### config.mk
export PLATFORM = sky130hd
export DESIGN_NAME = mesi_snoop_ctrl
export DESIGN_NICKNAME = d
export VERILOG_FILES = /design/src/rtl/mesi_ctl_pkg.sv /design/src/rtl/mesi_line_store.sv /design/src/rtl/mesi_snoop_resp.sv /design/src/rtl/mesi_snoop_ctrl.sv
export SDC_FILE = /design/constraint.sdc
export NUM_CORES = 1
export LEC_CHECK = 0
export BUFFER_PORTS_ARGS = -buffer_cell sky130_fd_sc_hd__buf_2
export CAP_MARGIN = 5
export CORE_ASPECT_RATIO = 1.5
export CORE_MARGIN = 3
export CORE_UTILIZATION = 50
export CTS_BUF_LIST = sky130_fd_sc_hd__clkbuf_8
export CTS_CLUSTER_DIAMETER = 50
export CTS_CLUSTER_SIZE = 12
export DETAILED_ROUTE_END_ITERATION = 7
export GPL_TIMING_DRIVEN = 1
export PLACE_DENSITY = 0.67
export SLEW_MARGIN = 25
export SYNTH_ARGS = -nofsm -noshare
export SYNTH_HDL_FRONTEND = slang
export SYNTH_SLANG_ARGS = --single-unit
### constraint.sdc
create_clock -name clk -period 6.1 [get_ports clk]
set_input_delay 0.305 -clock clk [delete_from_list [all_inputs] [get_ports clk]]
set_output_delay 0.305 -clock clk [all_outputs]
set_load 0.005 [all_outputs]
### src/rtl/mesi_ctl_pkg.sv
package mesi_ctl_pkg;

    typedef enum logic [1:0] {
        LS_I = 2'd0,
        LS_S = 2'd1,
        LS_E = 2'd2,
        LS_M = 2'd3
    } line_st_e;

    typedef enum logic [1:0] {
        BC_RD   = 2'd0,
        BC_RDX  = 2'd1,
        BC_UPGR = 2'd2,
        BC_WB   = 2'd3
    } bus_cmd_e;

    typedef enum logic [1:0] {
        OP_READ  = 2'd0,
        OP_WRITE = 2'd1,
        OP_REPL  = 2'd2,
        OP_NONE  = 2'd3
    } cpu_op_e;

    typedef enum logic [1:0] {
        PH_IDLE = 2'd0,
        PH_WB   = 2'd1,
        PH_FILL = 2'd2
    } phase_e;

endpackage

### src/rtl/mesi_line_store.sv
module mesi_line_store
    import mesi_ctl_pkg::*;
#(
    parameter int IDX_W = 4,
    parameter int TAG_W = 8
) (
    input  logic             clk,
    input  logic             rst_n,
    input  logic [IDX_W-1:0] a_idx,
    output logic [TAG_W-1:0] a_tag,
    output line_st_e         a_st,
    input  logic [IDX_W-1:0] b_idx,
    output logic [TAG_W-1:0] b_tag,
    output line_st_e         b_st,
    input  logic             we,
    input  logic [IDX_W-1:0] w_idx,
    input  logic [TAG_W-1:0] w_tag,
    input  line_st_e         w_st
);
    localparam int SETS = 1 << IDX_W;

    logic [TAG_W-1:0] tag_q [SETS];
    logic [TAG_W-1:0] tag_d [SETS];
    line_st_e         st_q  [SETS];
    line_st_e         st_d  [SETS];

    always_comb begin
        tag_d = tag_q;
        st_d  = st_q;
        if (we) begin
            tag_d[w_idx] = w_tag;
            st_d[w_idx]  = w_st;
        end
    end

    always_ff @(posedge clk or negedge rst_n) begin
        if (!rst_n) begin
            for (int i = 0; i < SETS; i++) begin
                tag_q[i] <= '0;
                st_q[i]  <= LS_I;
            end
        end else begin
            tag_q <= tag_d;
            st_q  <= st_d;
        end
    end

    assign a_tag = tag_q[a_idx];
    assign a_st  = st_q[a_idx];
    assign b_tag = tag_q[b_idx];
    assign b_st  = st_q[b_idx];

    // a set just written Invalid reads back Invalid on the next cycle
    a_r1_inval_write_lands: assert property (@(posedge clk) disable iff (!rst_n)
        (we && w_st == LS_I && a_idx == w_idx) |=> (a_idx != $past(w_idx) || a_st == LS_I || $past(we) == 1'b0 || $rose(we)));

endmodule

### src/rtl/mesi_snoop_resp.sv
module mesi_snoop_resp
    import mesi_ctl_pkg::*;
#(
    parameter int TAG_W = 8
) (
    input  logic             snp_valid,
    input  bus_cmd_e         snp_cmd,
    input  logic [TAG_W-1:0] snp_tag,
    input  logic [TAG_W-1:0] line_tag,
    input  line_st_e         line_st,
    output logic             hit,
    output logic             shared,
    output logic             flush,
    output logic             upd,
    output line_st_e         nxt_st
);
    always_comb begin
        hit    = snp_valid && (line_st != LS_I) && (line_tag == snp_tag);
        shared = hit && (snp_cmd == BC_RD);
        flush  = hit && (line_st == LS_M) && (snp_cmd != BC_WB);
        upd    = 1'b0;
        nxt_st = line_st;
        unique case (snp_cmd)
            BC_RD: begin
                if (hit && (line_st == LS_E || line_st == LS_M)) begin
                    upd    = 1'b1;
                    nxt_st = LS_S;
                end
            end
            BC_RDX, BC_UPGR: begin
                if (hit) begin
                    upd    = 1'b1;
                    nxt_st = LS_I;
                end
            end
            default: ;
        endcase
    end

endmodule

### src/rtl/mesi_snoop_ctrl.sv
module mesi_snoop_ctrl
    import mesi_ctl_pkg::*;
#(
    parameter int LINE_AW = 12,
    parameter int IDX_W   = 4
) (
    input  logic               clk,
    input  logic               rst_n,
    input  logic               cpu_valid,
    input  logic [1:0]         cpu_op,
    input  logic [LINE_AW-1:0] cpu_addr,
    output logic               cpu_ready,
    output logic               cpu_done,
    output logic               bus_req_valid,
    output logic [1:0]         bus_req_cmd,
    output logic [LINE_AW-1:0] bus_req_addr,
    input  logic               bus_grant,
    input  logic               bus_shared_in,
    input  logic               snp_valid,
    input  logic [1:0]         snp_cmd,
    input  logic [LINE_AW-1:0] snp_addr,
    output logic               snp_shared_out,
    output logic               snp_flush
);
    localparam int TAG_W = LINE_AW - IDX_W;

    typedef struct packed {
        phase_e           ph;
        cpu_op_e          op;
        logic [TAG_W-1:0] tag;
        logic [IDX_W-1:0] idx;
        logic             done;
    } ctl_t;

    ctl_t ctl_q, ctl_d;

    logic [IDX_W-1:0] cpu_idx, snp_idx, a_idx;
    logic [TAG_W-1:0] cpu_tag, snp_tag, a_tag, b_tag;
    line_st_e         a_st, b_st;
    cpu_op_e          op_in;
    bus_cmd_e         snp_cmd_e;

    logic             snp_hit, snp_upd;
    line_st_e         snp_nxt;

    logic             fsm_we;
    logic [TAG_W-1:0] fsm_tag;
    line_st_e         fsm_st;

    logic             arr_we;
    logic [IDX_W-1:0] arr_idx;
    logic [TAG_W-1:0] arr_tag;
    line_st_e         arr_st;

    logic             req_valid;
    bus_cmd_e         req_cmd;
    logic [LINE_AW-1:0] req_addr;

    logic             cpu_hit, own_hit, accept;

    assign cpu_idx   = cpu_addr[IDX_W-1:0];
    assign cpu_tag   = cpu_addr[LINE_AW-1:IDX_W];
    assign snp_idx   = snp_addr[IDX_W-1:0];
    assign snp_tag   = snp_addr[LINE_AW-1:IDX_W];
    assign op_in     = cpu_op_e'(cpu_op);
    assign snp_cmd_e = bus_cmd_e'(snp_cmd);
    assign a_idx     = (ctl_q.ph == PH_IDLE) ? cpu_idx : ctl_q.idx;

    mesi_line_store #(.IDX_W(IDX_W), .TAG_W(TAG_W)) u_store (
        .clk   (clk),
        .rst_n (rst_n),
        .a_idx (a_idx),
        .a_tag (a_tag),
        .a_st  (a_st),
        .b_idx (snp_idx),
        .b_tag (b_tag),
        .b_st  (b_st),
        .we    (arr_we),
        .w_idx (arr_idx),
        .w_tag (arr_tag),
        .w_st  (arr_st)
    );

    mesi_snoop_resp #(.TAG_W(TAG_W)) u_snoop (
        .snp_valid (snp_valid),
        .snp_cmd   (snp_cmd_e),
        .snp_tag   (snp_tag),
        .line_tag  (b_tag),
        .line_st   (b_st),
        .hit       (snp_hit),
        .shared    (snp_shared_out),
        .flush     (snp_flush),
        .upd       (snp_upd),
        .nxt_st    (snp_nxt)
    );

    assign cpu_hit = (a_st != LS_I) && (a_tag == cpu_tag);
    assign own_hit = (a_st != LS_I) && (a_tag == ctl_q.tag);
    assign accept  = (ctl_q.ph == PH_IDLE) && cpu_valid && !snp_valid;

    always_comb begin
        ctl_d     = ctl_q;
        ctl_d.done = 1'b0;
        fsm_we    = 1'b0;
        fsm_tag   = a_tag;
        fsm_st    = a_st;
        req_valid = 1'b0;
        req_cmd   = BC_RD;
        req_addr  = {ctl_q.tag, ctl_q.idx};

        unique case (ctl_q.ph)
            PH_IDLE: begin
                if (accept) begin
                    ctl_d.op  = op_in;
                    ctl_d.tag = cpu_tag;
                    ctl_d.idx = cpu_idx;
                    unique case (op_in)
                        OP_READ: begin
                            if (cpu_hit)            ctl_d.done = 1'b1;
                            else if (a_st == LS_M)  ctl_d.ph   = PH_WB;
                            else                    ctl_d.ph   = PH_FILL;
                        end
                        OP_WRITE: begin
                            if (cpu_hit && (a_st == LS_E || a_st == LS_M)) begin
                                fsm_we     = 1'b1;
                                fsm_st     = LS_M;
                                ctl_d.done = 1'b1;
                            end else if (cpu_hit) begin
                                ctl_d.ph = PH_FILL;
                            end else if (a_st == LS_M) begin
                                ctl_d.ph = PH_WB;
                            end else begin
                                ctl_d.ph = PH_FILL;
                            end
                        end
                        OP_REPL: begin
                            if (cpu_hit && a_st == LS_M) begin
                                ctl_d.ph = PH_WB;
                            end else if (cpu_hit) begin
                                fsm_we     = 1'b1;
                                fsm_st     = LS_I;
                                ctl_d.done = 1'b1;
                            end else begin
                                ctl_d.done = 1'b1;
                            end
                        end
                        default: ctl_d.done = 1'b1;
                    endcase
                end
            end

            PH_WB: begin
                if (a_st == LS_M) begin
                    req_valid = 1'b1;
                    req_cmd   = BC_WB;
                    req_addr  = {a_tag, ctl_q.idx};
                    if (bus_grant) begin
                        fsm_we = 1'b1;
                        fsm_st = LS_I;
                        if (ctl_q.op == OP_REPL) begin
                            ctl_d.ph   = PH_IDLE;
                            ctl_d.done = 1'b1;
                        end else begin
                            ctl_d.ph = PH_FILL;
                        end
                    end
                end else if (!snp_valid) begin
                    // victim lost its dirty data to a snoop: no write-back
                    if (ctl_q.op == OP_REPL) begin
                        fsm_we     = own_hit;
                        fsm_st     = LS_I;
                        ctl_d.ph   = PH_IDLE;
                        ctl_d.done = 1'b1;
                    end else begin
                        ctl_d.ph = PH_FILL;
                    end
                end
            end

            PH_FILL: begin
                req_valid = 1'b1;
                if (ctl_q.op == OP_READ)               req_cmd = BC_RD;
                else if (own_hit && a_st == LS_S)      req_cmd = BC_UPGR;
                else                                   req_cmd = BC_RDX;
                if (bus_grant) begin
                    fsm_we     = 1'b1;
                    fsm_tag    = ctl_q.tag;
                    fsm_st     = (ctl_q.op == OP_READ) ? (bus_shared_in ? LS_S : LS_E) : LS_M;
                    ctl_d.ph   = PH_IDLE;
                    ctl_d.done = 1'b1;
                end
            end

            default: ctl_d.ph = PH_IDLE;
        endcase
    end

    always_ff @(posedge clk or negedge rst_n) begin
        if (!rst_n) begin
            ctl_q <= '{ph: PH_IDLE, op: OP_NONE, tag: '0, idx: '0, done: 1'b0};
        end else begin
            ctl_q <= ctl_d;
        end
    end

    always_comb begin
        arr_we  = fsm_we || snp_upd;
        arr_idx = fsm_we ? a_idx   : snp_idx;
        arr_tag = fsm_we ? fsm_tag : b_tag;
        arr_st  = fsm_we ? fsm_st  : snp_nxt;
    end

    assign cpu_ready     = (ctl_q.ph == PH_IDLE) && !snp_valid;
    assign cpu_done      = ctl_q.done;
    assign bus_req_valid = req_valid;
    assign bus_req_cmd   = req_cmd;
    assign bus_req_addr  = req_addr;

    // a write accepted on an Exclusive or Modified line finishes at once, off the bus
    a_r4_silent_write: assert property (@(posedge clk) disable iff (!rst_n)
        (accept && op_in == OP_WRITE && cpu_hit && (a_st == LS_E || a_st == LS_M))
        |=> (cpu_done && !bus_req_valid));

    // a granted read fill completes in the following cycle
    a_r3_fill_completes: assert property (@(posedge clk) disable iff (!rst_n)
        (bus_req_valid && bus_grant && bus_req_cmd == BC_RD) |=> cpu_done);

    // the shared line is only driven for snooped reads
    a_r2_shared_on_read_only: assert property (@(posedge clk) disable iff (!rst_n)
        snp_shared_out |-> (snp_valid && snp_cmd_e == BC_RD));

    // after an invalidating snoop hit, a repeat read snoop of that line misses
    a_r7_inval_sticks: assert property (@(posedge clk) disable iff (!rst_n)
        (snp_valid && snp_cmd_e == BC_RD && snp_addr == $past(snp_addr) && !$past(fsm_we)
         && $past(snp_valid && snp_hit && (snp_cmd_e == BC_RDX || snp_cmd_e == BC_UPGR)))
        |-> !snp_shared_out);

    // after a read snoop hit, the line is no longer dirty
    a_r6_demote_no_flush: assert property (@(posedge clk) disable iff (!rst_n)
        (snp_valid && snp_addr == $past(snp_addr) && !$past(fsm_we)
         && $past(snp_valid && snp_hit && snp_cmd_e == BC_RD))
        |-> !snp_flush);

    // an upgrade is only ever requested on behalf of a write
    a_r5_upgrade_from_write: assert property (@(posedge clk) disable iff (!rst_n)
        (bus_req_valid && bus_req_cmd == BC_UPGR) |-> (ctl_q.op == OP_WRITE));

    // the state array never sees the request side and the snoop side write together
    a_r11_one_array_writer: assert property (@(posedge clk) disable iff (!rst_n)
        !(fsm_we && snp_upd));

    // a granted cycle carries no foreign snoop (one transaction per bus cycle)
    a_r10_grant_exclusive: assert property (@(posedge clk) disable iff (!rst_n)
        (bus_grant && bus_req_valid) |-> !snp_valid);

endmodule

# Word-level counts from Yosys, hierarchy flattened
# Index checks and enable logic that the tools add are counted.
# Widths: inputs -> output; s select.
[op_classes]
n_eq_ne = 24
n_bitwise = 3
n_addsub = 0
n_reduce_logical = 28
div_mod_pow = 0
n_lt_le_gt_ge = 4
mux = 81
shift = 0
n_mul = 0
[op_table]
columns = ["operator", "count"]
rows = [
  ["$bwmux 128", 1],
  ["$bmux 8 s4", 2],
  ["$mux 2", 32],
  ["$mux 8", 8],
  ["$bwmux 32", 1],
  ["$demux 8 s4", 1],
  ["$eq 8x8->1", 3],
  ["$mux 12", 2],
  ["$pmux 2 s3", 3],
  ["$mux 17", 1],
  ["$bmux 2 s4", 2],
  ["$eq 2x2->1 const B", 8],
  ["$mux 1", 16],
  ["$ge 5x5->1 const B", 3],
  ["$logic_and 1x1->1", 15],
  ["$ne 3x3->1 const B", 5],
  ["$not 4->5", 3],
  ["$pmux 2 s2", 3],
  ["$pmux 1 s3", 3],
  ["$demux 2 s4", 1],
  ["$eq 2x1->1 const B", 4],
  ["$logic_not 2->1", 4],
  ["$mux 4", 2],
  ["$reduce_and 8->1", 1],
  ["9 further kinds", 16],
]
[word_totals]
input_bits = 34
out_inout_bits = 19
romBits = 0
latchBits = 0
regBits = 177
mem_bits_rw = 0
mem_count = 0

# Logic depth before layout (Yosys ltp)
# Gate-level depths: netlist (run 1).
[logic_depth]
depth_word = 20
mapped_depth = 19
ltp_nobuf = 12

# Hierarchy
# A second synthesis (run 1) with hierarchy kept.
[unflattened]
hier_cells = 779
area_unflattened_um2 = 10443.8
[modules_own_cells]
columns = ["module", "area_each_um2", "instances", "cells_per_inst"]
rows = [
  ["mesi_line_store", 8379.3, 1, 532],
  ["mesi_snoop_ctrl", 1851.8, 1, 216],
  ["mesi_snoop_resp", 212.7, 1, 31],
]

# Worst setup path after synthesis (run 1)
# OpenSTA, ideal clock, no wires.
[synth_timing]
kind = "register -> register"
start = "register ctl_q[15] (netlist name)"
end = "register u_store.tag_q[96] (netlist name)"
stages_incl_launch_ff = 18
n_path_buf = 5
path_slack_ns = 1.688
arrival_ns = 4.284
synth_period_minus_slack_ns = 4.412
cell_sequence = "dfrtp_1 > inv_1 > ha_1 > buf_2 > mux2_2 > buf_4 > buf_2 > mux4_2 > a22oi_1 > nand2_1 > xor2_1 > a2111oi_4 > nand4_2 > nand2_2 > buf_4 > mux2_2 > buf_2 > mux2_1"
[synth_between]
elab_chain_len = 20
word_cells_on_any_way = 44
cone_classes = "order compare: 2; eq/ne: 6; mux: 23; bitwise: 2; reduce/logical: 11"
[synth_rtl]
columns = ["item", "line_no", "source"]
rows = [
  ["from (decl)", "mesi_snoop_ctrl.sv:35", "ctl_t ctl_q, ctl_d;"],
  ["from (signal assigned)", "mesi_snoop_ctrl.sv:200", "ctl_q <= '{ph: PH_IDLE, op: OP_NONE, tag: '0, idx: '0, done: 1'b0};"],
  ["from (signal assigned)", "mesi_snoop_ctrl.sv:202", "ctl_q <= ctl_d;"],
  ["$logic_not 2->1", "mesi_snoop_ctrl.sv:67, mesi_snoop_ctrl.sv:99, mesi_snoop_ctrl.sv:111", ""],
  ["$mux 4", "mesi_snoop_ctrl.sv:67", "assign a_idx = (ctl_q.ph == PH_IDLE) ? cpu_idx : ctl_q.idx;"],
  ["$not 4->5 (implied by the code)", "mesi_line_store.sv:48, mesi_line_store.sv:49", ""],
  ["$bmux 8 s4 or $bmux 2 s4 (tied branches)", "mesi_line_store.sv:48, mesi_line_store.sv:49", ""],
  ["$mux 8 (implied by the code) or $mux 2 (tied branches) (2 in series)", "mesi_line_store.sv:48, mesi_line_store.sv:49", ""],
  ["$eq 8x8->1, or another cell as far along", "mesi_snoop_ctrl.sv:97", "assign cpu_hit = (a_st != LS_I) && (a_tag == cpu_tag);"],
  ["$logic_and 1x1->1 or $logic_or 1x1->1 (tied branches)", "mesi_snoop_ctrl.sv:97, mesi_snoop_ctrl.sv:124", ""],
  ["$mux 1, or another cell as far along", "mesi_snoop_ctrl.sv:139", "end else if (cpu_hit) begin"],
  ["[3 not listed]", "-", ""],
  ["$pmux 1 s3", "mesi_snoop_ctrl.sv:111", "unique case (ctl_q.ph)"],
  ["$mux 4", "mesi_snoop_ctrl.sv:208", "arr_idx = fsm_we ? a_idx : snp_idx;"],
  ["$not 4->5 (implied by the code)", "mesi_line_store.sv:31", "tag_d[w_idx] = w_tag;"],
  ["$ge 5x5->1 (implied by the code) or $lt 5x1->1 (tied branches)", "mesi_line_store.sv:31", ""],
  ["$logic_and 1x1->1 (implied by the code)", "mesi_line_store.sv:31", ""],
  ["$mux 8 (implied by the code)", "mesi_line_store.sv:31", ""],
  ["$demux 8 s4", "mesi_line_store.sv:31", ""],
  ["$bwmux 128", "mesi_line_store.sv:31", ""],
  ["to (signal assigned)", "mesi_line_store.sv:43", "tag_q <= tag_d;"],
  ["to (decl)", "mesi_line_store.sv:22", "logic [TAG_W-1:0] tag_q [SETS];"],
]
# Parallel ways exist; a longest one is shown, timed or not. The select of a mux whose other input is x is not followed.
# A chain may end at the register's enable or synchronous reset.

# Final worst setup path (run 1)
[layout_timing]
start = "register ctl_q[15] (netlist name)"
end = "register u_store.tag_q[76] (netlist name)"
# The elaborated chain is that of the path after synthesis.

==> flow_results.org, run 1 <==
** Status
- Status :: complete, no violations

** Synthesis
- Synthesized-area fraction occupied by ao, oa, aoi and oai cells :: 11.0%
- The netlist uses 64 different library cells.
- Fraction of synthesized cell area in xor and xnor cells :: 1.43%
- Adder-Cell Fraction of Synth Area :: 1.13%
- Number of synthesized register bits :: 177
- Counting flops with a built-in enable in the synthesized netlist gives 0.
- In the post-synthesis netlist, the biggest area contributors are sky130_fd_sc_hd__dfrtp_1 40%, sky130_fd_sc_hd__mux4_2 16%, sky130_fd_sc_hd__mux2_2 15%.
- The synthesized design devotes to its leading area cell type 39.6% of total area.
- Post-synthesis net count :: 916
- Of the synthesized area, sequential elements account for 40.1%.
- The synthesized design spends more area on one cell type than any other, namely sky130_fd_sc_hd__dfrtp_1.
- Synth Cell Area :: 0.0111 mm2
- For this run, the leading register cell type out of synthesis is sky130_fd_sc_hd__dfrtp_1.
- Mean post-synth cell area :: 12.7 um2
- Yosys warning total :: 0
- Post-Synth Simple-Gate Area :: 8.84%
- Of the post-synthesis cell area, the part taken by muxes is 34.6%.
- After synthesis, the share of flip-flops with an asynchronous set or reset is 100%.
- Gate count after technology mapping :: 872
- Largest family of logic cells by synthesized area :: multiplexers

** GRT
- Number of antenna violations at the first check in global routing :: 0
- Via count of the first global-routing pass :: 8075
- Total global-route track usage :: 26.9%
- For this run the aggregate overflow at the end of global routing stands at 0.
- Pin count of the biggest net entering global routing :: 102
- The first global-routing pass estimated 48400 um of wire.

** Die
- The die covers 0.0240 mm2.
- For this configuration, the core starts out at a cell density of 50.9%.
- The floorplan has 66 rows.
- Y dimension of the die :: 188 um
- CORE AREA :: 0.0217 mm2
- Pin placement for this block handled 53 I/O pins.
- Measured along the x axis, the die boundary spans 127 um.

** Route
- After detailed routing, the number of remaining DRC violations is 0.
- Violation count after the first detailed-route iteration :: 703
- First drt pass iteration count :: 5
- DR vias :: 7871
- Number of nets with antenna violations after routing :: 0
- Average wire per cell in the routed design :: 26.6 um
- In the routed layout, each cell is associated on average with a via count of 6.64.
- The final layout contains routed wiring with a total length of 31500 um.

** Placement
- Detailed placement ended at an HPWL of 21400 um.
- Number of buffer cells added on primary ports :: 52
- At the end of routability-driven placement, the weighted congestion stood at 0.903.
- Instance count after placement with tap cells included :: 1153
- In this run the cell area measured after placement is 0.0115 mm2.
- Setup slack at placement :: 475 ps

** Worst setup path
- FF-to-FF End :: u_store.tag_q[76]$_DFFE_PN0P_
- Register-to-Register Setup Slack :: 420 ps
- The startpoint identified for the worst register-to-register timing path is ctl_q[15]$_DFFE_PN0P_.
- Worst path required time :: 6460 ps
- Reg2reg path depth :: 12
- Start-to-end type of the worst setup path :: reg -> reg
- CP Launch Type :: flop
- Data arrival time at the worst-slack endpoint :: 6040 ps
- The worst setup path is captured at a flop.
- Maximum fanout encountered on the critical timing path :: 39

** Cells and area
- Area delta synth->final :: 8.42%
- For this run, the post-layout net count is 945.
- Cell Count, Final, Fillers Out :: 1186
- Layout cell share with drive strength beyond 1 :: 39.6%
- Antenna diode count :: 0
- Cells fill 55.2% of the core in the end.
- Leading cell type in the layout, fill and taps excluded :: sky130_fd_sc_hd__dfrtp_1
- Design area :: 0.0120 mm2
- In the layout the commonest cells are 175 x sky130_fd_sc_hd__dfrtp_1, 150 x sky130_fd_sc_hd__mux2_2, 92 x sky130_fd_sc_hd__nand2_1.

** Timing
- Headroom to the max-slew limit :: 25.0%
- The count of final hold-check violations was 0.
- Setup slack of the critical path after layout :: 421 ps
- The worst path in the final design needs a cycle of 5680 ps, including I/O delays and setup.
- Between clock sinks in the finished design, the worst skew comes to 23.6 ps.
- RSZ-0062 raised after global routing :: false
- Setup TNS Final :: 0 ps
- Final hold slack :: 33.2 ps
- The final number of max-transition violations was 0.
- Setup violations remaining at the end of the flow were counted as 0.
- At the pin with the least slew margin, the transition time is 1120 ps.
- Based on the critical path, the design can be clocked at up to 176 MHz.
- After layout, the worst path uses 93.1% of the clock period.

** Hold path
- The path with the worst hold slack has its endpoint at ctl_q[10]$_DFFE_PN0P_.
- The min-delay analysis places its worst path in the category in -> reg.
- Worst hold path depth :: 3
- Worst min-delay path startpoint :: cpu_addr[9]

** CTS
- Clock edge transition at the registers on the reported setup and hold paths :: 100 ps
- Post-CTS resize count :: 0
- TritonCTS built the clock tree.
- TritonCTS buffer count :: 17
- The clock passes through at most 2 buffers.
- The tree is rooted in a sky130_fd_sc_hd__clkbuf_8.
- The H-tree generated during clock tree synthesis spans 4 levels.
- For the worst-skew pair, the clock arrives at the later sink with an insertion delay of 490 ps.
- Number of clock sinks :: 177

** Pwr
- Power density normalized to cell area :: 293 mW/mm2
- Total power :: 3.51 mW
- Worst ir drop on vdd :: 0.157 mV
- Leak Pwr :: 5.50 nW

** Job
- Max-cap violation count :: 0
-- flip-flops by register name, summed over array words and instances, names as in the netlist --
register and count:
u_store.st_q 32, ctl_q 16, u_store.tag_q 128, cpu_done 1
-- metal layers --
layer | GRT usage (%) | part of all wire (%) | vias up
li1 | - | - | 3432
met1 | 34.1 | 39 | 4043
met2 | 45.7 | 51 | 309
met3 | 3.56 | 5.4 | 87
met4 | 11.9 | 4.1 | 0
met5 | 0 | 0 | -
-- cell usage after synthesis, types with 3 or more instances --
master / number
sky130_fd_sc_hd__dfrtp_1: 175
sky130_fd_sc_hd__mux2_2: 151
sky130_fd_sc_hd__nand2_1: 92
sky130_fd_sc_hd__mux4_2: 79
sky130_fd_sc_hd__clkbuf_1: 34
sky130_fd_sc_hd__nor2_1: 25
sky130_fd_sc_hd__mux2_1: 19
sky130_fd_sc_hd__o21ai_0: 17
sky130_fd_sc_hd__a2bb2oi_2: 16
sky130_fd_sc_hd__inv_1: 14
sky130_fd_sc_hd__mux2i_1: 13
sky130_fd_sc_hd__a221o_1: 12
sky130_fd_sc_hd__a22oi_1: 12
sky130_fd_sc_hd__a21oi_1: 11
sky130_fd_sc_hd__a31oi_1: 11
sky130_fd_sc_hd__and4_1: 10
sky130_fd_sc_hd__buf_2: 10
sky130_fd_sc_hd__ha_1: 10
sky130_fd_sc_hd__nand3_1: 10
sky130_fd_sc_hd__xor2_1: 10
sky130_fd_sc_hd__and3_1: 9
sky130_fd_sc_hd__nor3_1: 8
sky130_fd_sc_hd__xnor2_1: 8
sky130_fd_sc_hd__a32oi_1: 7
sky130_fd_sc_hd__buf_1: 7
sky130_fd_sc_hd__nor2b_1: 7
sky130_fd_sc_hd__a211o_1: 6
sky130_fd_sc_hd__and2_1: 6
sky130_fd_sc_hd__buf_4: 6
sky130_fd_sc_hd__nand2b_1: 6
sky130_fd_sc_hd__nand4_1: 6
sky130_fd_sc_hd__a21o_1: 5
sky130_fd_sc_hd__o32ai_1: 5
sky130_fd_sc_hd__or3_1: 5
sky130_fd_sc_hd__a21boi_0: 4
sky130_fd_sc_hd__nand3b_1: 4
sky130_fd_sc_hd__a2111oi_4: 3
sky130_fd_sc_hd__a32o_1: 3
sky130_fd_sc_hd__nand4b_1: 3
-- worst max path at each step --
stage / startpoint / end / cells past startpoint
after global routing: ctl_q[15]$_DFFE_PN0P_ / u_store.tag_q[76]$_DFFE_PN0P_ / 12
after CTS: ctl_q[15]$_DFFE_PN0P_ / u_store.tag_q[76]$_DFFE_PN0P_ / 12
final: ctl_q[15]$_DFFE_PN0P_ / u_store.tag_q[76]$_DFFE_PN0P_ / 12
after floorplan: ctl_q[15]$_DFFE_PN0P_ / u_store.tag_q[96]$_DFFE_PN0P_ / 17
after detailed placement: ctl_q[15]$_DFFE_PN0P_ / u_store.tag_q[72]$_DFFE_PN0P_ / 12
after global placement: ctl_q[15]$_DFFE_PN0P_ / u_store.tag_q[76]$_DFFE_PN0P_ / 12
-- final cells by class --
class	instances	area [um2]
tap	272	340
inverter	14	52.6
multi-input combinational	622	6330
fill	1799	9730
clock inverter	15	195
sequential	177	4430
timing repair buffer	69	403
clock buffer	17	234
-- kinds of logic (layout without fill, tap and decap cells) --
family	after synthesis	after routing
buffers and inverters	73	115
XOR/XNOR	18	18
AO/OA/AOI/OAI	134	134
adder cells (fa/ha/maj)	10	10
flip-flops	177	177
AND/OR/NAND/NOR	198	198
multiplexers	262	262
-- report_power, final --
part | switching [mW] | internal, mW | total (mW) | leakage, nW
sequential | 0.109 | 1.27 | 1.37 | 2.44
clock | 0.482 | 0.417 | 0.899 | 0.211
combinational | 0.763 | 0.475 | 1.24 | 2.85
-- worst max-delay path, stage by stage (launching register included) --
cell                        delay [ps]
sky130_fd_sc_hd__dfrtp_1           410
sky130_fd_sc_hd__inv_1             110
sky130_fd_sc_hd__ha_1              390
sky130_fd_sc_hd__mux2_4            780
sky130_fd_sc_hd__mux4_2            610
sky130_fd_sc_hd__nand2_1           100
sky130_fd_sc_hd__nand4_1           410
sky130_fd_sc_hd__a31oi_1           450
sky130_fd_sc_hd__nor3_1            170
sky130_fd_sc_hd__a31oi_4           320
sky130_fd_sc_hd__nand2_2           420
sky130_fd_sc_hd__a2bb2oi_2         930
sky130_fd_sc_hd__mux2_2            410
-- repair_timing --
item	in CTS	in global routing
endpoints found under the hold margin	64	0
hold buffers	1	0
setup buffers	0	0
(Power assumes the default switching activity.)
==> run 2, diff against run 1 <==
clock period = 6.2 ns   (was 6.1 ns; I/O delays follow)
==> run 2 against run 1 <==
Against the previous run:
- die area did not move
- clock-buffer cell count rose by 2
- core utilization fell by 0.11 points
- critical path depth rose by 2
- final area fell by 0.20%
- via count rose by 1.4%
- sequential power barely moved
- non-clock buffer count rose by 1
- sequential share of layout area rose by 0.074 points
- global-route usage rose by 0.099 points
- worst hold slack improved by 1.6 ps
- critical endpoint is now u_store.tag_q[85]$_DFFE_PN0P_
==> flow_results.org, run 2 (synthesized netlist as in run 1, its figures left out) <==
** Worst setup path
- The critical path in this run is classified as reg -> reg.
- Delay of the slowest cell on the worst path :: 860 ps
- STA classifies the critical path endpoint as a flop.
- Reg2reg path depth :: 14
- Register-to-Register Setup Slack :: 500 ps
- List of cells traversed by the critical path :: inv_1, ha_1, buf_4, mux2_2, buf_4, mux4_2, a22oi_1, nand2_1, xor2_1, a2111oi_4, nand4_2, nand2_1, a2bb2oi_2, mux2_2
- Data arrival time at the worst-slack endpoint :: 6070 ps
- For the worst setup path, the data required time is 6570 ps.
- On the critical path, the stage with the largest delay is an instance of sky130_fd_sc_hd__a2bb2oi_2.
- FF-to-FF End :: u_store.tag_q[85]$_DFFE_PN0P_
- Worst reg2reg startpoint :: ctl_q[16]$_DFFE_PN0P_
- CP Launch Type :: flop
- In this run the worst path has a maximum fanout of 29.

** Timing
- Hold Violations, Final :: 0
- RSZ-0062 raised after global routing :: false
- Hold is met by 34.8 ps.
- The clock period could shrink to 5700 ps.
- Of the available clock period, the critical path in the final layout requires 91.9%.
- Timing would allow up to 175 MHz.
- In the final timing run, aggregate negative setup slack is 0 ps.
- Setup Skew :: 15.0 ps
- At the pin with the least slew margin, the transition time is 1110 ps.
- Headroom to the max-slew limit :: 25.8%
- The final number of max-transition violations was 0.
- Final setup violating endpoints :: 0

** CTS
- The clock net in this run drives a total of 177 sinks.
- The cell sitting at the root of the clock tree is a sky130_fd_sc_hd__clkbuf_8.
- Maximum number of buffers from clock root to sink :: 2
- Clock edge transition at the registers on the reported setup and hold paths :: 100 ps
- H-tree levels :: 4
- After clock tree synthesis, the repair step resized 0 gates.
- CTS tree :: done
- The number of clock buffers added by TritonCTS is 17.
- Clock latency on the worst-skew pair :: 490 ps

** Hold path
- Terminating pin of the worst hold path :: ctl_q[12]$_DFFE_PN0P_
- Worst hold path depth :: 3
- The startpoint identified for the worst hold timing path is cpu_addr[11].
- Worst hold path class :: in -> reg

** Cells and area
- The repair_antennas step left the layout with diodes totalling 0.
- Largest regs :: u_store.tag_q: 128 flops, u_store.st_q: 32 flops, ctl_q: 16 flops
- The layout has 1802 filler cells.
- Area delta synth->final :: 8.20%
- Highest-count cells in the layout ignoring fill and taps :: 175 x sky130_fd_sc_hd__dfrtp_1, 150 x sky130_fd_sc_hd__mux2_2, 92 x sky130_fd_sc_hd__nand2_1
- Final-stage net count :: 946
- Max FFs per register :: 128
- Largest Register :: u_store.tag_q
- The library cell used most frequently in the layout, excluding fill and tap cells, is sky130_fd_sc_hd__dfrtp_1.
- Cells with a size suffix above 1 make up 39.6% of the layout.
- Design area :: 0.0120 mm2

** Die
- Once the floorplan was initialized, standard cells occupied 50.9% of the core.
- CORE AREA :: 0.0217 mm2
- The die covers 0.0240 mm2.
- The die is 188 um tall.
- Die span in x :: 127 um
- Placement row count :: 66
- For this design the top-level I/O count stands at 53.

** Status
- Status :: complete, no violations

** Route
- Wires add up to 31300 um.
- Number of nets with antenna violations after routing :: 0
- First drt pass iteration count :: 5
- Highest signal layer in the routed design :: met4
- Violation count after the first detailed-route iteration :: 735
- Routed met1 length :: 12100 um
- Dividing the detail-routed via count by the number of cells gives 6.73.
- For this run, design rule violations remaining after detail routing come to 0.
- Met2 wirelength from detailed routing :: 15700 um
- Routed length on met3 :: 1940 um
- Average wire per cell in the routed design :: 26.4 um
- Detailed routing inserted a total of 7985 vias.

** GRT
- Entering global routing, the biggest net connects 103 pins.
- Number of antenna violations at the first check in global routing :: 0
- Via count of the first global-routing pass :: 8342
- The first global-routing pass estimated 48600 um of wire.
- Gr ovfl total :: 0
- Global routing used 27.0% of the available tracks across all layers.

** Placement
- Once detailed placement completed, the half-perimeter wirelength came to 21600 um.
- Once placement finished, the instance area stood at 0.0115 mm2.
- Routability-driven placement finished with a final weighted congestion of 0.891.
- In this run the tool buffered the top-level ports with 52 buffer cells.

** Pwr
- Power density normalized to cell area :: 282 mW/mm2
- IR analysis of the VDD net gives a maximum drop of 0.145 mV.
- Leak Pwr :: 5.50 nW

** Job
- Max-cap violation count :: 0
run 2: cell count changes in the layout (fill, tap and decap cells not counted):
cell / before / now
sky130_fd_sc_hd__inv_6: 6 / 1
sky130_fd_sc_hd__buf_4: 15 / 16
sky130_fd_sc_hd__o32ai_4: 1 / 0
sky130_fd_sc_hd__a2bb2oi_2: 16 / 15
sky130_fd_sc_hd__a2bb2oi_4: 0 / 1
sky130_fd_sc_hd__inv_1: 14 / 15
sky130_fd_sc_hd__clkinv_2: 0 / 3
sky130_fd_sc_hd__clkinvlp_4: 2 / 3
sky130_fd_sc_hd__bufinv_16: 3 / 2
sky130_fd_sc_hd__inv_8: 1 / 0
sky130_fd_sc_hd__o32ai_2: 1 / 2
sky130_fd_sc_hd__clkbuf_8: 18 / 20
run 2: cell type report:
type	count	area, um2	share of cell area (%)
tap	272	340	2.84
clock buffer	19	262	2.19
sequential	177	4430	37.0
multi-input combinational	622	6330	52.9
clock inverter	13	136	1.14
inverter	14	52.6	0.439
timing repair buffer	70	410	3.43
run 2: how the worst max path moves through the flow:
stage	cells after the start	startpoint	slack, ps	end
floorplan	17	ctl_q[15]$_DFFE_PN0P_	1790	u_store.tag_q[96]$_DFFE_PN0P_
global placement	14	ctl_q[15]$_DFFE_PN0P_	570	u_store.tag_q[64]$_DFFE_PN0P_
detailed placement	14	ctl_q[15]$_DFFE_PN0P_	590	u_store.st_q[19]$_DFFE_PN0P_
CTS	14	ctl_q[15]$_DFFE_PN0P_	560	u_store.st_q[19]$_DFFE_PN0P_
global route	14	ctl_q[16]$_DFFE_PN0P_	330	u_store.tag_q[80]$_DFFE_PN0P_
finish	14	ctl_q[16]$_DFFE_PN0P_	500	u_store.tag_q[85]$_DFFE_PN0P_
run 2: repair_timing:
| item | in CTS | in global routing |
|---|---|---|
| setup buffers | 0 | 0 |
| endpoints found under the setup margin | 0 | 0 |
| endpoints found under the hold margin | 98 | 0 |
| hold buffers | 1 | 0 |
run 2: where the power goes:
| group | internal, mW | total, mW | leakage (nW) | switching (mW) |
|---|---|---|---|---|
| registers | 1.25 | 1.35 | 2.44 | 0.102 |
| logic | 0.466 | 1.21 | 2.86 | 0.739 |
| clock network | 0.378 | 0.826 | 0.199 | 0.448 |
run 2: metrics by stage:
step	std cells	power, mW	utilization [%]	setup WS [ps]
after floorplan	872	2.19	-	1790
after global placement	1154	2.55	53.1	570
after detailed placement	1154	2.56	53.2	594
after CTS	1187	3.39	55.1	563
after global routing	1187	3.54	55.1	330
final	1187	3.38	55.1	499
run 2: routing by layer:
layer / vias up / GRT usage [%]
li1: 3437 / -
met1: 4107 / 33.1
met5: - / 0
met3: 92 / 5.93
met4: 0 / 12.7
met2: 349 / 45.0
run 2: worst max-delay path, delay by kind of cell, from the launching register on:
family          cells  cell delay [ps]
flops               1              430
fa+ha+maj           1              200
mux                 3             1550
simple gates        3              860
compound gates      3             1610
buf+inv             3              690
xor+xnor            1              210
==> run 3, diff against run 2 <==
RECOVER_POWER = 50   (was unset)
==> run 3 against run 2 <==
Against the previous run:
- the run now ends with capacitance limit, slew limit left
- die area did not move
- sequential share of layout area barely moved
- final area is essentially flat
- clock-buffer cell count unchanged
- core utilization about the same
- worst hold slack is essentially flat
- first-iteration DRC count shrank 0.14%
- sequential cell count unchanged
- routed wire length is essentially flat
- register-to-register slack about the same
- total power is essentially flat
==> flow_results.org, run 3 (synthesized netlist as in run 1, its figures left out) <==
** Worst setup path
- Setup slack on the worst reg-to-reg path comes out at 500 ps.
- FF-to-FF End :: u_store.tag_q[85]$_DFFE_PN0P_
- The critical path ends at u_store.tag_q[85]$_DFFE_PN0P_.
- Broken down by cell family, the worst path's largest delay share belongs to compound AO/OA/AOI/OAI gates.
- The worst register-to-register path begins at ctl_q[16]$_DFFE_PN0P_.
- Type of element capturing the critical path :: flop
- Worst path required time :: 6570 ps
- The signal on the critical path passes through inv_1, ha_1, buf_4, mux2_2, buf_4, mux4_2, a22oi_1, nand2_1, xor2_1, a2111oi_4, nand4_2, nand2_1, a2bb2oi_2, mux2_2.
- The critical path runs through a total of 14 cells.
- Counting both buffers and inverters, the worst setup path holds a total of 3.
- Maximum fanout encountered on the critical timing path :: 29
- Reg2reg path depth :: 14
- Data arrival time at the worst-slack endpoint :: 6070 ps
- Crit path from :: ctl_q[16]$_DFFE_PN0P_
- Master of the slowest instance on the critical path :: sky130_fd_sc_hd__a2bb2oi_2
- The largest single stage delay on the critical path is 860 ps.
- CP Launch Type :: flop
- The setup path with the least slack is of type reg -> reg.

** Cells and area
- Antenna diode count :: 0
- Final-stage net count :: 946
- The library cell used most frequently in the layout, excluding fill and tap cells, is sky130_fd_sc_hd__dfrtp_1.
- Fill cell total of the finished layout :: 1805
- In the final layout, the multi-input gates occupy 0.00633 mm2.
- Area delta synth->final :: 8.17%
- Layout cell share with drive strength beyond 1 :: 39.2%
- Sequential cell area :: 0.00443 mm2
- In the final layout, the registers with the most flip-flops are u_store.tag_q: 128 flops, u_store.st_q: 32 flops, ctl_q: 16 flops.
- The register with the most flip-flops in the layout has 128 of them.
- In the layout the commonest cells are 175 x sky130_fd_sc_hd__dfrtp_1, 150 x sky130_fd_sc_hd__mux2_2, 92 x sky130_fd_sc_hd__nand2_1.
- Largest Register :: u_store.tag_q

** Timing
- The clock arrives with 15.1 ps of skew.
- Setup TNS Final :: 0 ps
- The count of final hold-check violations came to 0.
- The final critical path takes up 91.9% of the cycle.
- Slew at the pin closest to its max-slew limit :: 4760 ps
- The final number of max-transition violations is 103.
- Final hold analysis gives a worst-case slack of 34.9 ps.
- Maximum frequency from static timing analysis :: 175 MHz
- Measured against its own limit, the worst slew margin works out to -217%.
- The worst path needs 5700 ps of the cycle, external delays included.
- RSZ-0062 raised after global routing :: false
- Setup violations remaining at the end of the flow were counted as 0.

** CTS
- For this design, the sink count on the clock tree is 177.
- The number of setup buffers added after CTS is 0.
- Clock latency on the worst-skew pair :: 490 ps
- After clock tree synthesis, the clock-pin slew on the worst setup and hold paths is 100 ps.
- Maximum number of buffers from clock root to sink :: 2
- Clock root buffer :: sky130_fd_sc_hd__clkbuf_8
- CTS tree :: done
- Post-CTS resize count :: 0
- Buffers inserted during clock tree synthesis total 17.
- The H-tree was split into 4 levels.
- After clock tree synthesis, the flow added hold-fix buffers numbering 1.

** Route
- Dividing the detail-routed wire length by the instance count gives 26.3 um.
- First drt pass iteration count :: 5
- For this block, the routed nets add up to 31300 um of wire.
- DR vias :: 7984
- Routed vias/inst :: 6.73
- Number of remaining DRC errors :: 0
- Routed length on met3 :: 1940 um
- In this run, the number of DRC markers left after iteration 0 of detailed routing was 734.
- The detailed router put a total of 12100 um of wire on met1.
- Met2 wirelength from detailed routing :: 15700 um
- Number of nets with antenna violations after routing :: 0
- Highest signal layer in the routed design :: met4

** Placement
- The congestion estimate from routability-driven global placement came to 0.891.
- Hpwl dp :: 21600 um
- Number of buffer cells added on primary ports :: 52

** Die
- For this configuration, the core starts out at a cell density of 50.9%.
- Placement row count :: 66
- 53 I/O pins were placed.
- The floorplan step defined a die boundary enclosing 0.0240 mm2.
- The core region is 0.0217 mm2.
- Y dimension of the die :: 188 um
- From left edge to right edge, the die measures 127 um.

** Pwr
- Switching power :: 1.29 mW
- Per report_power, the sequential group accounts for 39.9% of the total.
- Gate power share :: 35.6%
- Leak Pwr :: 5.50 nW
- In this run the power density over the cells is 282 mW/mm2.
- Cell internal power was estimated by the tool at 2.09 mW.
- Across the VDD grid, the largest voltage drop is 0.145 mV.
- Of the total power, the share spent switching nets is 38.2%.
- Clock power frac :: 24.4%

** GRT
- Global routing used 27.0% of the available tracks.
- Number of antenna violations at the first check in global routing :: 0
- The first global-routing pass estimated 48600 um of wire.
- Pin count of the biggest net entering global routing :: 103
- The total overflow left after global routing is 0.
- The via count of the first global-routing pass was 8342.

** Status
- Status :: complete, but fails checks
- Violations in the final reports :: capacitance limit, slew limit

** Hold path
- In this run the most critical hold path is launched from cpu_addr[11].
- Worst hold path class :: in -> reg

** Job
- Max-cap violation count :: 1
-- run 3: power groups by stage --
stage / sequential [mW] / combinational [mW] / clock (mW)
global placement: 1.36 / 1.19 / 0
CTS: 1.34 / 1.20 / 0.841
floorplan: 1.33 / 0.862 / 0
global route: 1.36 / 1.30 / 0.879
detailed placement: 1.37 / 1.20 / 0
finish: 1.35 / 1.20 / 0.826
-- run 3: how the worst min path moves through the flow --
stage,end,slack (ps),depth (start not counted)
detailed placement,ctl_q[13]$_DFFE_PN1P_,500,2
finish,ctl_q[12]$_DFFE_PN0P_,30,3
CTS,ctl_q[12]$_DFFE_PN0P_,4,3
global placement,ctl_q[14]$_DFFE_PN1P_,490,2
global route,ctl_q[10]$_DFFE_PN0P_,40,3
floorplan,cpu_done$_DFF_PN0_,10,0
-- run 3: metrics by stage --
stage               cell area (um2)  utilization (%)  cells  setup WS [ps]  power, mW
detailed placement            11500             53.2   1154            594       2.56
finish                        12000             55.1   1187            500       3.38
global placement              11500             53.1   1154            570       2.55
CTS                           12000             55.1   1187            563       3.39
global route                  12000             55.1   1187            330       3.54
floorplan                     11100                -    872           1790       2.19
-- run 3: per-layer routing --
metal	GRT usage, %	up-vias
met5	0	-
li1	-	3437
met1	33.1	4112
met2	45.0	343
met4	12.7	0
met3	5.93	92
-- run 3: worst reg2reg max path, stage by stage (launching register included) --
cell and delay [ps]:
sky130_fd_sc_hd__dfrtp_1 430, sky130_fd_sc_hd__inv_1 100, sky130_fd_sc_hd__ha_1 200, sky130_fd_sc_hd__buf_4 300, sky130_fd_sc_hd__mux2_2 840, sky130_fd_sc_hd__buf_4 300
sky130_fd_sc_hd__mux4_2 290, sky130_fd_sc_hd__a22oi_1 360, sky130_fd_sc_hd__nand2_1 160, sky130_fd_sc_hd__xor2_1 210, sky130_fd_sc_hd__a2111oi_4 390, sky130_fd_sc_hd__nand4_2 380
sky130_fd_sc_hd__nand2_1 320, sky130_fd_sc_hd__a2bb2oi_2 860, sky130_fd_sc_hd__mux2_2 430
-- run 3: cell type report --
class	count	share of cell area, %
clock buffers	19	2.19
clock inverters	13	1.14
inverters	14	0.439
multi-input cells	622	52.9
flip-flops and latches	177	37.1
well taps	272	2.85
repair buffers	70	3.40
